==> config.mk <==
export PLATFORM = sky130hd
export DESIGN_NAME = cla_adder
export DESIGN_NICKNAME = d
export VERILOG_FILES = /design/src/rtl/cla_pkg.sv /design/src/rtl/cla_slice4.sv /design/src/rtl/cla_group_carry.sv /design/src/rtl/cla_adder.sv
export SDC_FILE = /design/constraint.sdc
export NUM_CORES = 1
export LEC_CHECK = 0
export BUFFER_PORTS_ARGS = -buffer_cell sky130_fd_sc_hd__buf_2
export CAP_MARGIN = 20
export CORE_MARGIN = 3
export CORE_UTILIZATION = 44
export DETAILED_ROUTE_END_ITERATION = 10
export PLACE_DENSITY = 0.85
export SYNTH_ARGS = -nofsm -noshare
export SYNTH_HDL_FRONTEND = slang
export SYNTH_SLANG_ARGS = --single-unit
==> constraint.sdc <==
create_clock -name vclk -period 3.62
set_input_delay 0.362 -clock vclk [all_inputs]
set_output_delay 0.362 -clock vclk [all_outputs]
set_load 0.1 [all_outputs]
==> src/rtl/cla_pkg.sv <==
package cla_pkg;
  localparam int unsigned SLICE_W = 4;

  typedef struct packed {
    logic g;
    logic p;
  } grp_term_t;
endpackage

==> src/rtl/cla_slice4.sv <==
module cla_slice4
  import cla_pkg::*;
#(
  parameter bit PROP_OR = 1'b0
) (
  input  logic [SLICE_W-1:0] a_i,
  input  logic [SLICE_W-1:0] b_i,
  input  logic               c_i,
  output logic [SLICE_W-1:0] s_o,
  output grp_term_t          term_o
);
  logic [SLICE_W-1:0] gen;
  logic [SLICE_W-1:0] dif;
  logic [SLICE_W-1:0] prp;
  logic [SLICE_W-1:0] cy;

  assign gen = a_i & b_i;
  assign dif = a_i ^ b_i;

  generate
    if (PROP_OR) begin : g_prop_or
      assign prp = a_i | b_i;
    end else begin : g_prop_xor
      assign prp = dif;
    end
  endgenerate

  // every internal carry is a flat sum of products
  assign cy[0] = c_i;
  assign cy[1] = gen[0] | (prp[0] & c_i);
  assign cy[2] = gen[1] | (prp[1] & gen[0]) | (prp[1] & prp[0] & c_i);
  assign cy[3] = gen[2] | (prp[2] & gen[1]) | (prp[2] & prp[1] & gen[0])
               | (prp[2] & prp[1] & prp[0] & c_i);

  // sum always from the exclusive-OR, whatever the propagate form
  assign s_o = dif ^ cy;

  assign term_o.g = gen[3] | (prp[3] & gen[2]) | (prp[3] & prp[2] & gen[1])
                  | (prp[3] & prp[2] & prp[1] & gen[0]);
  assign term_o.p = &prp;

  logic [SLICE_W:0] ref_tot;
  logic [SLICE_W:0] got_tot;
  assign ref_tot = {1'b0, a_i} + {1'b0, b_i} + {{SLICE_W{1'b0}}, c_i};
  assign got_tot = {term_o.g | (term_o.p & c_i), s_o};

  always_comb begin

    slice_sum_chk: assert (got_tot == ref_tot)
      else $error("slice total mismatch");

    slice_gen_chk: assert (!term_o.g || (({1'b0, a_i} + {1'b0, b_i}) >= 5'd16))
      else $error("slice generate without overflow");

    slice_prop_chk: assert (!(term_o.p && !term_o.g) || (({1'b0, a_i} + {1'b0, b_i}) == 5'd15))
      else $error("slice propagate without full nibble");
  end
endmodule

==> src/rtl/cla_group_carry.sv <==
module cla_group_carry
  import cla_pkg::*;
#(
  parameter int unsigned NGRP = 8
) (
  input  grp_term_t [NGRP-1:0] term_i,
  input  logic                 c0_i,
  output logic [NGRP:0]        c_o
);
  // second level: carry into each slice as an expanded sum of products
  always_comb begin
    c_o[0] = c0_i;
    for (int j = 0; j < NGRP; j++) begin
      logic acc;
      logic chain;
      chain = c0_i;
      for (int q = 0; q <= j; q++) chain = chain & term_i[q].p;
      acc = chain;
      for (int k = 0; k <= j; k++) begin
        logic prod;
        prod = term_i[k].g;
        for (int q = k + 1; q <= j; q++) prod = prod & term_i[q].p;
        acc = acc | prod;
      end
      c_o[j+1] = acc;
    end
  end

  always_comb begin
    for (int j = 0; j < NGRP; j++) begin

      carry_link_chk: assert (c_o[j+1] == (term_i[j].g | (term_i[j].p & c_o[j])))
        else $error("group carry %0d inconsistent", j);
    end
  end
endmodule

==> src/rtl/cla_adder.sv <==
module cla_adder
  import cla_pkg::*;
#(
  parameter int unsigned WIDTH   = 32,
  parameter bit          PROP_OR = 1'b0
) (
  input  logic [WIDTH-1:0] a_i,
  input  logic [WIDTH-1:0] b_i,
  input  logic             cin_i,
  output logic [WIDTH-1:0] sum_o,
  output logic             cout_o
);
  localparam int unsigned NGRP = WIDTH / SLICE_W;

  grp_term_t [NGRP-1:0] terms;
  logic [NGRP:0]        gcarry;

  generate
    for (genvar gi = 0; gi < NGRP; gi++) begin : g_slice
      cla_slice4 #(.PROP_OR(PROP_OR)) u_slice (
        .a_i   (a_i[gi*SLICE_W +: SLICE_W]),
        .b_i   (b_i[gi*SLICE_W +: SLICE_W]),
        .c_i   (gcarry[gi]),
        .s_o   (sum_o[gi*SLICE_W +: SLICE_W]),
        .term_o(terms[gi])
      );
    end
  endgenerate

  cla_group_carry #(.NGRP(NGRP)) u_carry (
    .term_i(terms),
    .c0_i  (cin_i),
    .c_o   (gcarry)
  );

  assign cout_o = gcarry[NGRP];

  logic [WIDTH:0] ref_total;
  assign ref_total = {1'b0, a_i} + {1'b0, b_i} + {{WIDTH{1'b0}}, cin_i};

  always_comb begin

    cout_top_chk: assert (cout_o == ref_total[WIDTH])
      else $error("carry-out mismatch");

    sum_top_chk: assert (sum_o == ref_total[WIDTH-1:0])
      else $error("sum mismatch");
  end
endmodule

==> impl_metrics.tcl, run 1 <==
set metrics [dict create \
    min_to "sum_o[28]" \
    synthesis.nets 273 \
    num_antenna_cells 0 \
    dr.pass1.iters 4 \
    outcome "completed" \
    gp_congestion 0.770 \
    drc 0 \
    dieArea_um2 3860 \
    antenna_found_initial 0 \
    wl_per_cell_um 11.8 \
    worstSetupStartpointType "input port" \
    finalCritPeriodShare_pct 93.3 \
    min_from "b_i[28]" \
    worstSetupPathType "input port to primary output" \
    overflow 0 \
    syn_inst 168 \
    finalSetupTns_ps 0 \
    finalPower_w 0.00100 \
    track_usage_pct 18.7 \
    relSlewSlack_pct 67.0 \
    synth.cell_area_um2 1390 \
    power_density_nw_per_um2 487 \
    cp.required_ps 3260 \
    arrival_ps 3020 \
    drv_slew 0 \
    hold_viol_final 0 \
    yosysMostFrequentCell "ha_1" \
    vias 1598 \
    start_util_pct 48.2 \
    drv_cap 0 \
    post_drt_via_cell_ratio 5.19 \
    portBuffers 98 \
    critPathMaxFanout 3 \
    pre_cts_ws_ps 135 \
    drtIter0Drc 45 \
    fillCellCount 251 \
    p_leak_nw 1.07 \
    num_rows 19 \
    setup_violations 0 \
    yosysSeqAreaShare_pct 0 \
    die_w_um 62.1 \
    netlist_top_cells_area "ha_1, fa_1, xnor2_1" \
    drive_above_1_share_pct 41.7 \
    grt_pass1_wl_um 6430 \
    yosysUniqueCellTypes 35 \
    place_area_um2 2060 \
    grt_max_degree 6 \
    timing.final.ws_setup_ps 242 \
    fmax_mhz 296 \
    crit_path_end_kind "primary output" \
    syn_area_per_cell_um2 8.24 \
    synth_common_cells "ha_1, a21oi_1, nor2_1, xnor2_1, a21o_1" \
    hpwlAfterDp_um 3420 \
    seqCellArea_um2 0 \
    peakVddDrop_mv 0.332 \
    rsz0062_at_grt "false" \
    syn2layout_area_growth_pct 48.9 \
    hold_class "input port to primary output" \
    drt_wl_total_um 3640 \
    die_y_um 62.1 \
    ys_warn_count 0 \
    synth.largest_area_cell "ha_1" \
    min_period_ps 3380 \
    io_pins 98 \
    tightest_slew_ps 498 \
    flops_and_latches 0 \
    fp.coreArea_um2 2880 \
    synth_top_area_share_pct 28.9 \
    first_global_vias 1577 \
    postLayoutCoreUtil_pct 71.7 \
    final_nets 373 \
    hold_depth 3 \
    clockBufferCount 0 \
    final_area_um2 2060 \
    ant_nets 0 \
    post-cts-setup-buffers 0 \
]
==> report_power, final <==
group          total [W]  internal, W  switching, W
Sequential             0            0             0
Clock                  0            0             0
Combinational    0.00100     0.000230      0.000775
Total            0.00100     0.000230      0.000775
==> layout by cell type, fill, tap and decap left out, drive strengths merged, types with 2 or more instances in the layout <==
master	synthesis	routed
o21a	4	4
a221o	2	2
inv	7	7
xnor2	11	11
nor2	13	13
fa	8	8
nand4	2	2
ha	32	32
nand3	4	4
a31oi	3	3
o211ai	3	3
and2	2	2
o21ai	4	4
buf	0	98
a21oi	17	17
nor2b	4	4
nand2	8	8
a211oi	2	2
o2111ai	2	2
a31o	3	3
and4	2	2
a21o	10	10
xor2	9	9
nor3	6	6
nand4b	2	2
==> layout make-up <==
class,instances,area [µm²],share of cell area (%)
Multi-Input combinational cell,161,1430,69.5
Timing Repair Buffer,98,551,26.7
Tap cell,42,52.6,2.55
Inverter,7,26.3,1.27
==> kinds of logic after synthesis <==
kind of cell,synth area share [%]
muxes,0.723
AOI/OAI and AO/OA,27.5
xor gates and xnor gates,12.6
adders and majority gates,40.5
buffers and inverters,1.90
and+or+nand+nor,16.8
==> worst max-delay path by stage <==
stage / start / cells after the start / slack (ps) / to
final: a_i[5] / 10 / 240 / sum_o[28]
after detailed placement: a_i[5] / 11 / 130 / sum_o[29]
after floorplan: a_i[2] / 7 / 10 / sum_o[13]
after global routing: a_i[7] / 10 / 60 / sum_o[28]
after global placement: a_i[5] / 11 / 160 / sum_o[29]
after CTS: a_i[5] / 11 / 130 / sum_o[29]
==> critical path, stage by stage <==
cell	delay [ps]
buf_2	100
ha_1	330
a21o_1	220
a221o_1	330
a211oi_2	250
nand4_1	140
and2_1	210
a221o_1	330
fa_2	560
buf_12	180
==> timing repair <==
action,in CTS,in global routing
endpoints found under the setup margin,0,1
hold buffers,0,0
resized for setup,0,1
==> metrics by stage <==
stage	hold slack (ps)	instances
final	1250	308
after global routing	1260	308
after CTS	1240	308
after detailed placement	1240	308
after global placement	1220	308
after floorplan	1200	168
==> per-layer routing <==
| layer | wire length (µm) | vias to the layer above | track usage, % |
|---|---|---|---|
| met5 | 0 | - | 0 |
| met2 | 1820 | 54 | 34.7 |
| met1 | 1560 | 716 | 24.4 |
| met3 | 268 | 0 | 2.52 |
| li1 | - | 828 | - |
| met4 | 0 | 0 | 0 |
Note: power is estimated with default switching activity, not from simulation.
==> run 2: changes to the inputs <==
--- a/config.mk
+++ b/config.mk
@@ -5,11 +5,13 @@
 export SDC_FILE = /design/constraint.sdc
 export NUM_CORES = 1
 export LEC_CHECK = 0
+export ABC_AREA = 1
 export BUFFER_PORTS_ARGS = -buffer_cell sky130_fd_sc_hd__buf_2
 export CAP_MARGIN = 20
 export CORE_MARGIN = 3
 export CORE_UTILIZATION = 44
 export DETAILED_ROUTE_END_ITERATION = 10
+export GPL_TIMING_DRIVEN = 1
 export PLACE_DENSITY = 0.85
 export SYNTH_ARGS = -nofsm -noshare
 export SYNTH_HDL_FRONTEND = slang
==> run 2 against run 1 <==
Compared with the run above: synthesized area rose by 0.36%; largest cell class unchanged; die area up 0.32%; worst setup slack improved by 270 ps; global-route usage shrank 1.2 points; combinational power fell by 7%; highest routed layer is now met4; final cell count rose by 8.4%.
==> impl_metrics.tcl, run 2 <==
set metrics [dict create \
    num_rows 19 \
    start_util_pct 48.3 \
    cpMaxStageDelayCell "buf_2" \
    crit_path_end_kind "primary output" \
    drv_cap 0 \
    ctsResizeCount 0 \
    wl_per_cell_um 10.2 \
    layout_common_cells "buf_2, nand2_1, ha_1, inv_1, a21oi_1" \
    critPathMaxFanout 5 \
    worstSetupStartpointType "input port" \
    hold_depth 4 \
    worstSetupPathType "input port to primary output" \
    grt_max_degree 6 \
    power_density_nw_per_um2 477 \
    track_usage_pct 17.4 \
    grt_pass1_wl_um 5990 \
    netlist_top_cells_area "ha_1, nand2_1, fa_1" \
    overflow 0 \
    dr.pass1.iters 4 \
    postLayoutCoreUtil_pct 67.7 \
    fin_hold_ws_ps 1310 \
    synthesis.nets 299 \
    finalCritPeriodShare_pct 85.9 \
    synth_top_area_share_pct 28.8 \
    hold_class "input port to primary output" \
    pre_cts_ws_ps 487 \
    arrival_ps 2750 \
    final_common_cell "buf_2" \
    die_w_um 62.2 \
    ant_nets 0 \
    finalPower_w 0.000930 \
    synth.cell_area_um2 1390 \
    drv_slew 0 \
    hpwlAfterDp_um 3220 \
    clockBufferCount 0 \
    ctsHoldBuffers 0 \
    io_pins 98 \
    p_leak_nw 1.19 \
    yosysSeqAreaShare_pct 0 \
    fillCellCount 256 \
    yosysUniqueCellTypes 20 \
    post-cts-setup-buffers 0 \
    path_buf_inv 3 \
    peakVddDrop_mv 0.238 \
    drc 0 \
    setup_violations 0 \
    syn2layout_area_growth_pct 40.1 \
    die_y_um 62.2 \
    cp_top_family "adder cells" \
    slowest_delay_ps 430 \
    first_global_vias 1590 \
    final_nets 399 \
    crit_chain "buf_2 -> ha_1 -> a21oi_1 -> nand2_1 -> nor2_1 -> nand2_1 -> inv_2 -> nand3_2 -> nand2_2 -> nand2_4 -> nand2_4 -> nand2_4 -> nand2_4 -> nand2_4 -> fa_1 -> xor2_2 -> buf_2" \
    vias 1580 \
    cp.required_ps 3260 \
    fmax_mhz 321 \
    outcome "completed" \
    dieArea_um2 3870 \
    post_drt_via_cell_ratio 4.73 \
    drtIter0Drc 30 \
    gp_congestion 0.804 \
    drive_above_1_share_pct 40.8 \
    synth_common_cells "nand2_1, ha_1, inv_1, a21oi_1" \
    portBuffers 98 \
    yosysMostFrequentCell "nand2_1" \
    antenna_found_initial 0 \
    drt_wl_total_um 3420 \
    timing.final.ws_setup_ps 509 \
    tightest_slew_ps 498 \
    syn_inst 194 \
    fp.coreArea_um2 2880 \
    min_period_ps 3110 \
    crit_cells 17 \
    relSlewSlack_pct 67.1 \
    num_antenna_cells 0 \
    seqCellArea_um2 0 \
    flops_and_latches 0 \
    finalSetupTns_ps 0 \
    syn_area_per_cell_um2 7.17 \
    ys_warn_count 0 \
    synth.largest_area_cell "ha_1" \
    hold_viol_final 0 \
    crit_top_cell "nand2_4" \
    rsz0062_at_grt "false" \
]
[run 2: logic make-up (layout without fill, tap and decap cells)]
group / count (synthesis) / after routing / share of synthesized area, %
AND/OR/NAND/NOR: 88 / 88 / 31.6
XOR/XNOR: 21 / 21 / 13.2
buffers and inverters: 23 / 121 / 6.21
AO/OA/AOI/OAI: 22 / 22 / 8.64
adder cells (fa/ha/maj): 40 / 40 / 40.3
[run 2: per-layer routing]
layer	GRT usage, %	wire length, µm	vias to the layer above
li1	-	-	837
met1	18.6	1370	680
met2	35.3	1690	59
met3	4.32	332	4
met4	1.38	26	0
met5	0	0	-
[run 2: tightest hold or removal path: cells and delay by family]
family / cells / cell delay [ps]
buffers and inverters: 2 / 360
adders and majority gates: 1 / 160
xor gates and xnor gates: 1 / 70
[run 2: metrics by stage]
step / cells / instance area, µm²
6_report: 334 / 1950
5_1_grt: 334 / 1950
4_1_cts: 334 / 1950
3_5_place_dp: 334 / 1950
3_3_place_gp: 334 / 1950
2_1_floorplan: 194 / 1410
[run 2: final cells by class]
type / instances / area [µm²] / share of cell area [%]
repair buffers: 98 / 490 / 25.2
inverters: 23 / 86.3 / 4.43
well taps: 42 / 52.6 / 2.70
multi-input cells: 171 / 1320 / 67.7
[run 2: path summary, 6_finish.rpt]
path                    start   endpoint
worst max-delay path  a_i[15]  sum_o[29]
worst min-delay path  b_i[22]  sum_o[22]
[run 2: where the power goes]
part | switching (W) | internal (W)
Clock | 0 | 0
Combinational | 0.000758 | 0.000172
Sequential | 0 | 0
==> run 3: changes to the inputs <==
--- a/config.mk
+++ b/config.mk
@@ -12,7 +12,7 @@
 export CORE_UTILIZATION = 44
 export DETAILED_ROUTE_END_ITERATION = 10
 export GPL_TIMING_DRIVEN = 1
-export PLACE_DENSITY = 0.85
+export PLACE_DENSITY_LB_ADDON = 0.1
 export SYNTH_ARGS = -nofsm -noshare
 export SYNTH_HDL_FRONTEND = slang
 export SYNTH_SLANG_ARGS = --single-unit
==> run 3 against run 2 <==
Compared with the run above: clock-buffer cell count stayed put; total power hardly changed; hold slack worse by 1.0 ps; die area stayed put; global-route usage is 0.19 points lower; critical path depth stayed put; via count is 0.32% lower; combinational power hardly changed; critical endpoint unchanged; non-clock buffer count stayed put.
==> impl_metrics.tcl, run 3 (synthesis results as in run 2) <==
set metrics [dict create \
    seq_power_share_pct 0 \
    ant_nets 0 \
    cpMaxStageDelayCell "buf_2" \
    fp.coreArea_um2 2880 \
    outcome "completed" \
    wl_met3_um 319 \
    tightest_slew_ps 497 \
    clkPwrFrac_pct 0 \
    arrival_ps 2750 \
    hpwlAfterDp_um 3170 \
    place_area_um2 1950 \
    die_w_um 62.2 \
    setup_violations 0 \
    critPathMaxFanout 5 \
    layout_common_cells "buf_2, nand2_1, ha_1, inv_1, a21oi_1" \
    intPower_w 0.000173 \
    dpl.cell_count 334 \
    io_pins 98 \
    final_area_um2 1950 \
    syn2layout_area_growth_pct 40.1 \
    clockBufferCount 0 \
    min_from "b_i[18]" \
    post-cts-setup-buffers 0 \
    startpoint "a_i[15]" \
    hold_class "input port to primary output" \
    final_common_cell "buf_2" \
    fmax_mhz 321 \
    drt-met1-wl_um 1360 \
    drv_cap 0 \
    postLayoutCoreUtil_pct 67.7 \
    hold_depth 4 \
    portBuffers 98 \
    seqCellArea_um2 0 \
    route.met2.wl_um 1650 \
    final_cell_count_no_fill 334 \
    post_drt_via_cell_ratio 4.72 \
    crit_path_end_kind "primary output" \
    combPwrFrac_pct 100.0 \
    worstSetupStartpointType "input port" \
    path_buf_inv 3 \
    highest_layer "met3" \
    drive_above_1_share_pct 40.8 \
    flops_and_latches 0 \
    gp_congestion 0.817 \
    cp.required_ps 3260 \
    die_y_um 62.2 \
    crit_chain "buf_2 -> ha_1 -> a21oi_1 -> nand2_1 -> nor2_1 -> nand2_1 -> inv_2 -> nand3_2 -> nand2_2 -> nand2_4 -> nand2_4 -> nand2_4 -> nand2_4 -> nand2_4 -> fa_1 -> xor2_2 -> buf_2" \
    track_usage_pct 17.3 \
    ctsHoldBuffers 0 \
    drv_slew 0 \
    final_nets 399 \
    p_leak_nw 1.19 \
    dieArea_um2 3870 \
    power.switching_w 0.000757 \
    worstSetupPathType "input port to primary output" \
    min_to "sum_o[18]" \
    ctsResizeCount 0 \
    wl_per_cell_um 9.96 \
    power_density_nw_per_um2 477 \
    slowest_delay_ps 430 \
    first_global_vias 1544 \
    vias 1575 \
    relSlewSlack_pct 67.1 \
    crit_top_cell "nand2_4" \
    grt_pass1_wl_um 6060 \
    rsz0062_at_grt "false" \
    finalCritPeriodShare_pct 86.1 \
    peakVddDrop_mv 0.354 \
    grt_max_degree 6 \
    drc 0 \
    hold_viol_final 0 \
    num_rows 19 \
    finalPower_w 0.000929 \
    overflow 0 \
    drtIter0Drc 34 \
    min_period_ps 3120 \
    swShare_pct 81.4 \
    drt_wl_total_um 3330 \
    antenna_found_initial 0 \
    num_antenna_cells 0 \
    start_util_pct 48.3 \
    finalSetupTns_ps 0 \
    dr.pass1.iters 5 \
    cp_top_family "adder cells" \
]
-- run 3: cell counts in the layout (fill, tap and decap cells not counted) --
No cell type changed its count.
-- run 3: worst max-delay path by stage --
stage                      endpoint  slack, ps  depth (start not counted)
final                     sum_o[29]        500                         17
after global routing      sum_o[29]        320                         19
after CTS                 sum_o[29]        490                         17
after detailed placement  sum_o[29]        500                         17
after global placement    sum_o[29]        520                         17
after floorplan           sum_o[13]         70                         11
-- run 3: metal layers --
layer | vias up | global-route usage (%)
li1 | 833 | -
met2 | 55 | 32.7
met3 | 0 | 3.78
met1 | 687 | 21.0
met4 | 0 | 0.276
met5 | - | 0
-- run 3: final cells by class --
class	count	area [µm²]
fill	275	928
timing repair buffer	98	490
multi-input combinational	171	1320
tap	42	52.6
inverter	23	86.3
-- run 3: power groups by stage --
stage	combinational (W)	sequential, W	clock [W]
6_report	0.000929	0	0
5_1_grt	0.000982	0	0
4_1_cts	0.000935	0	0
3_5_place_dp	0.000933	0	0
3_3_place_gp	0.000928	0	0
2_1_floorplan	0.000802	0	0
-- run 3: metrics by stage --
step                      worst slack, ps  hold WS, ps
final                                 504         1310
after global routing                  319         1340
after detailed placement              495         1320
after CTS                             486         1310
after global placement                521         1310
after floorplan                      74.9         1260
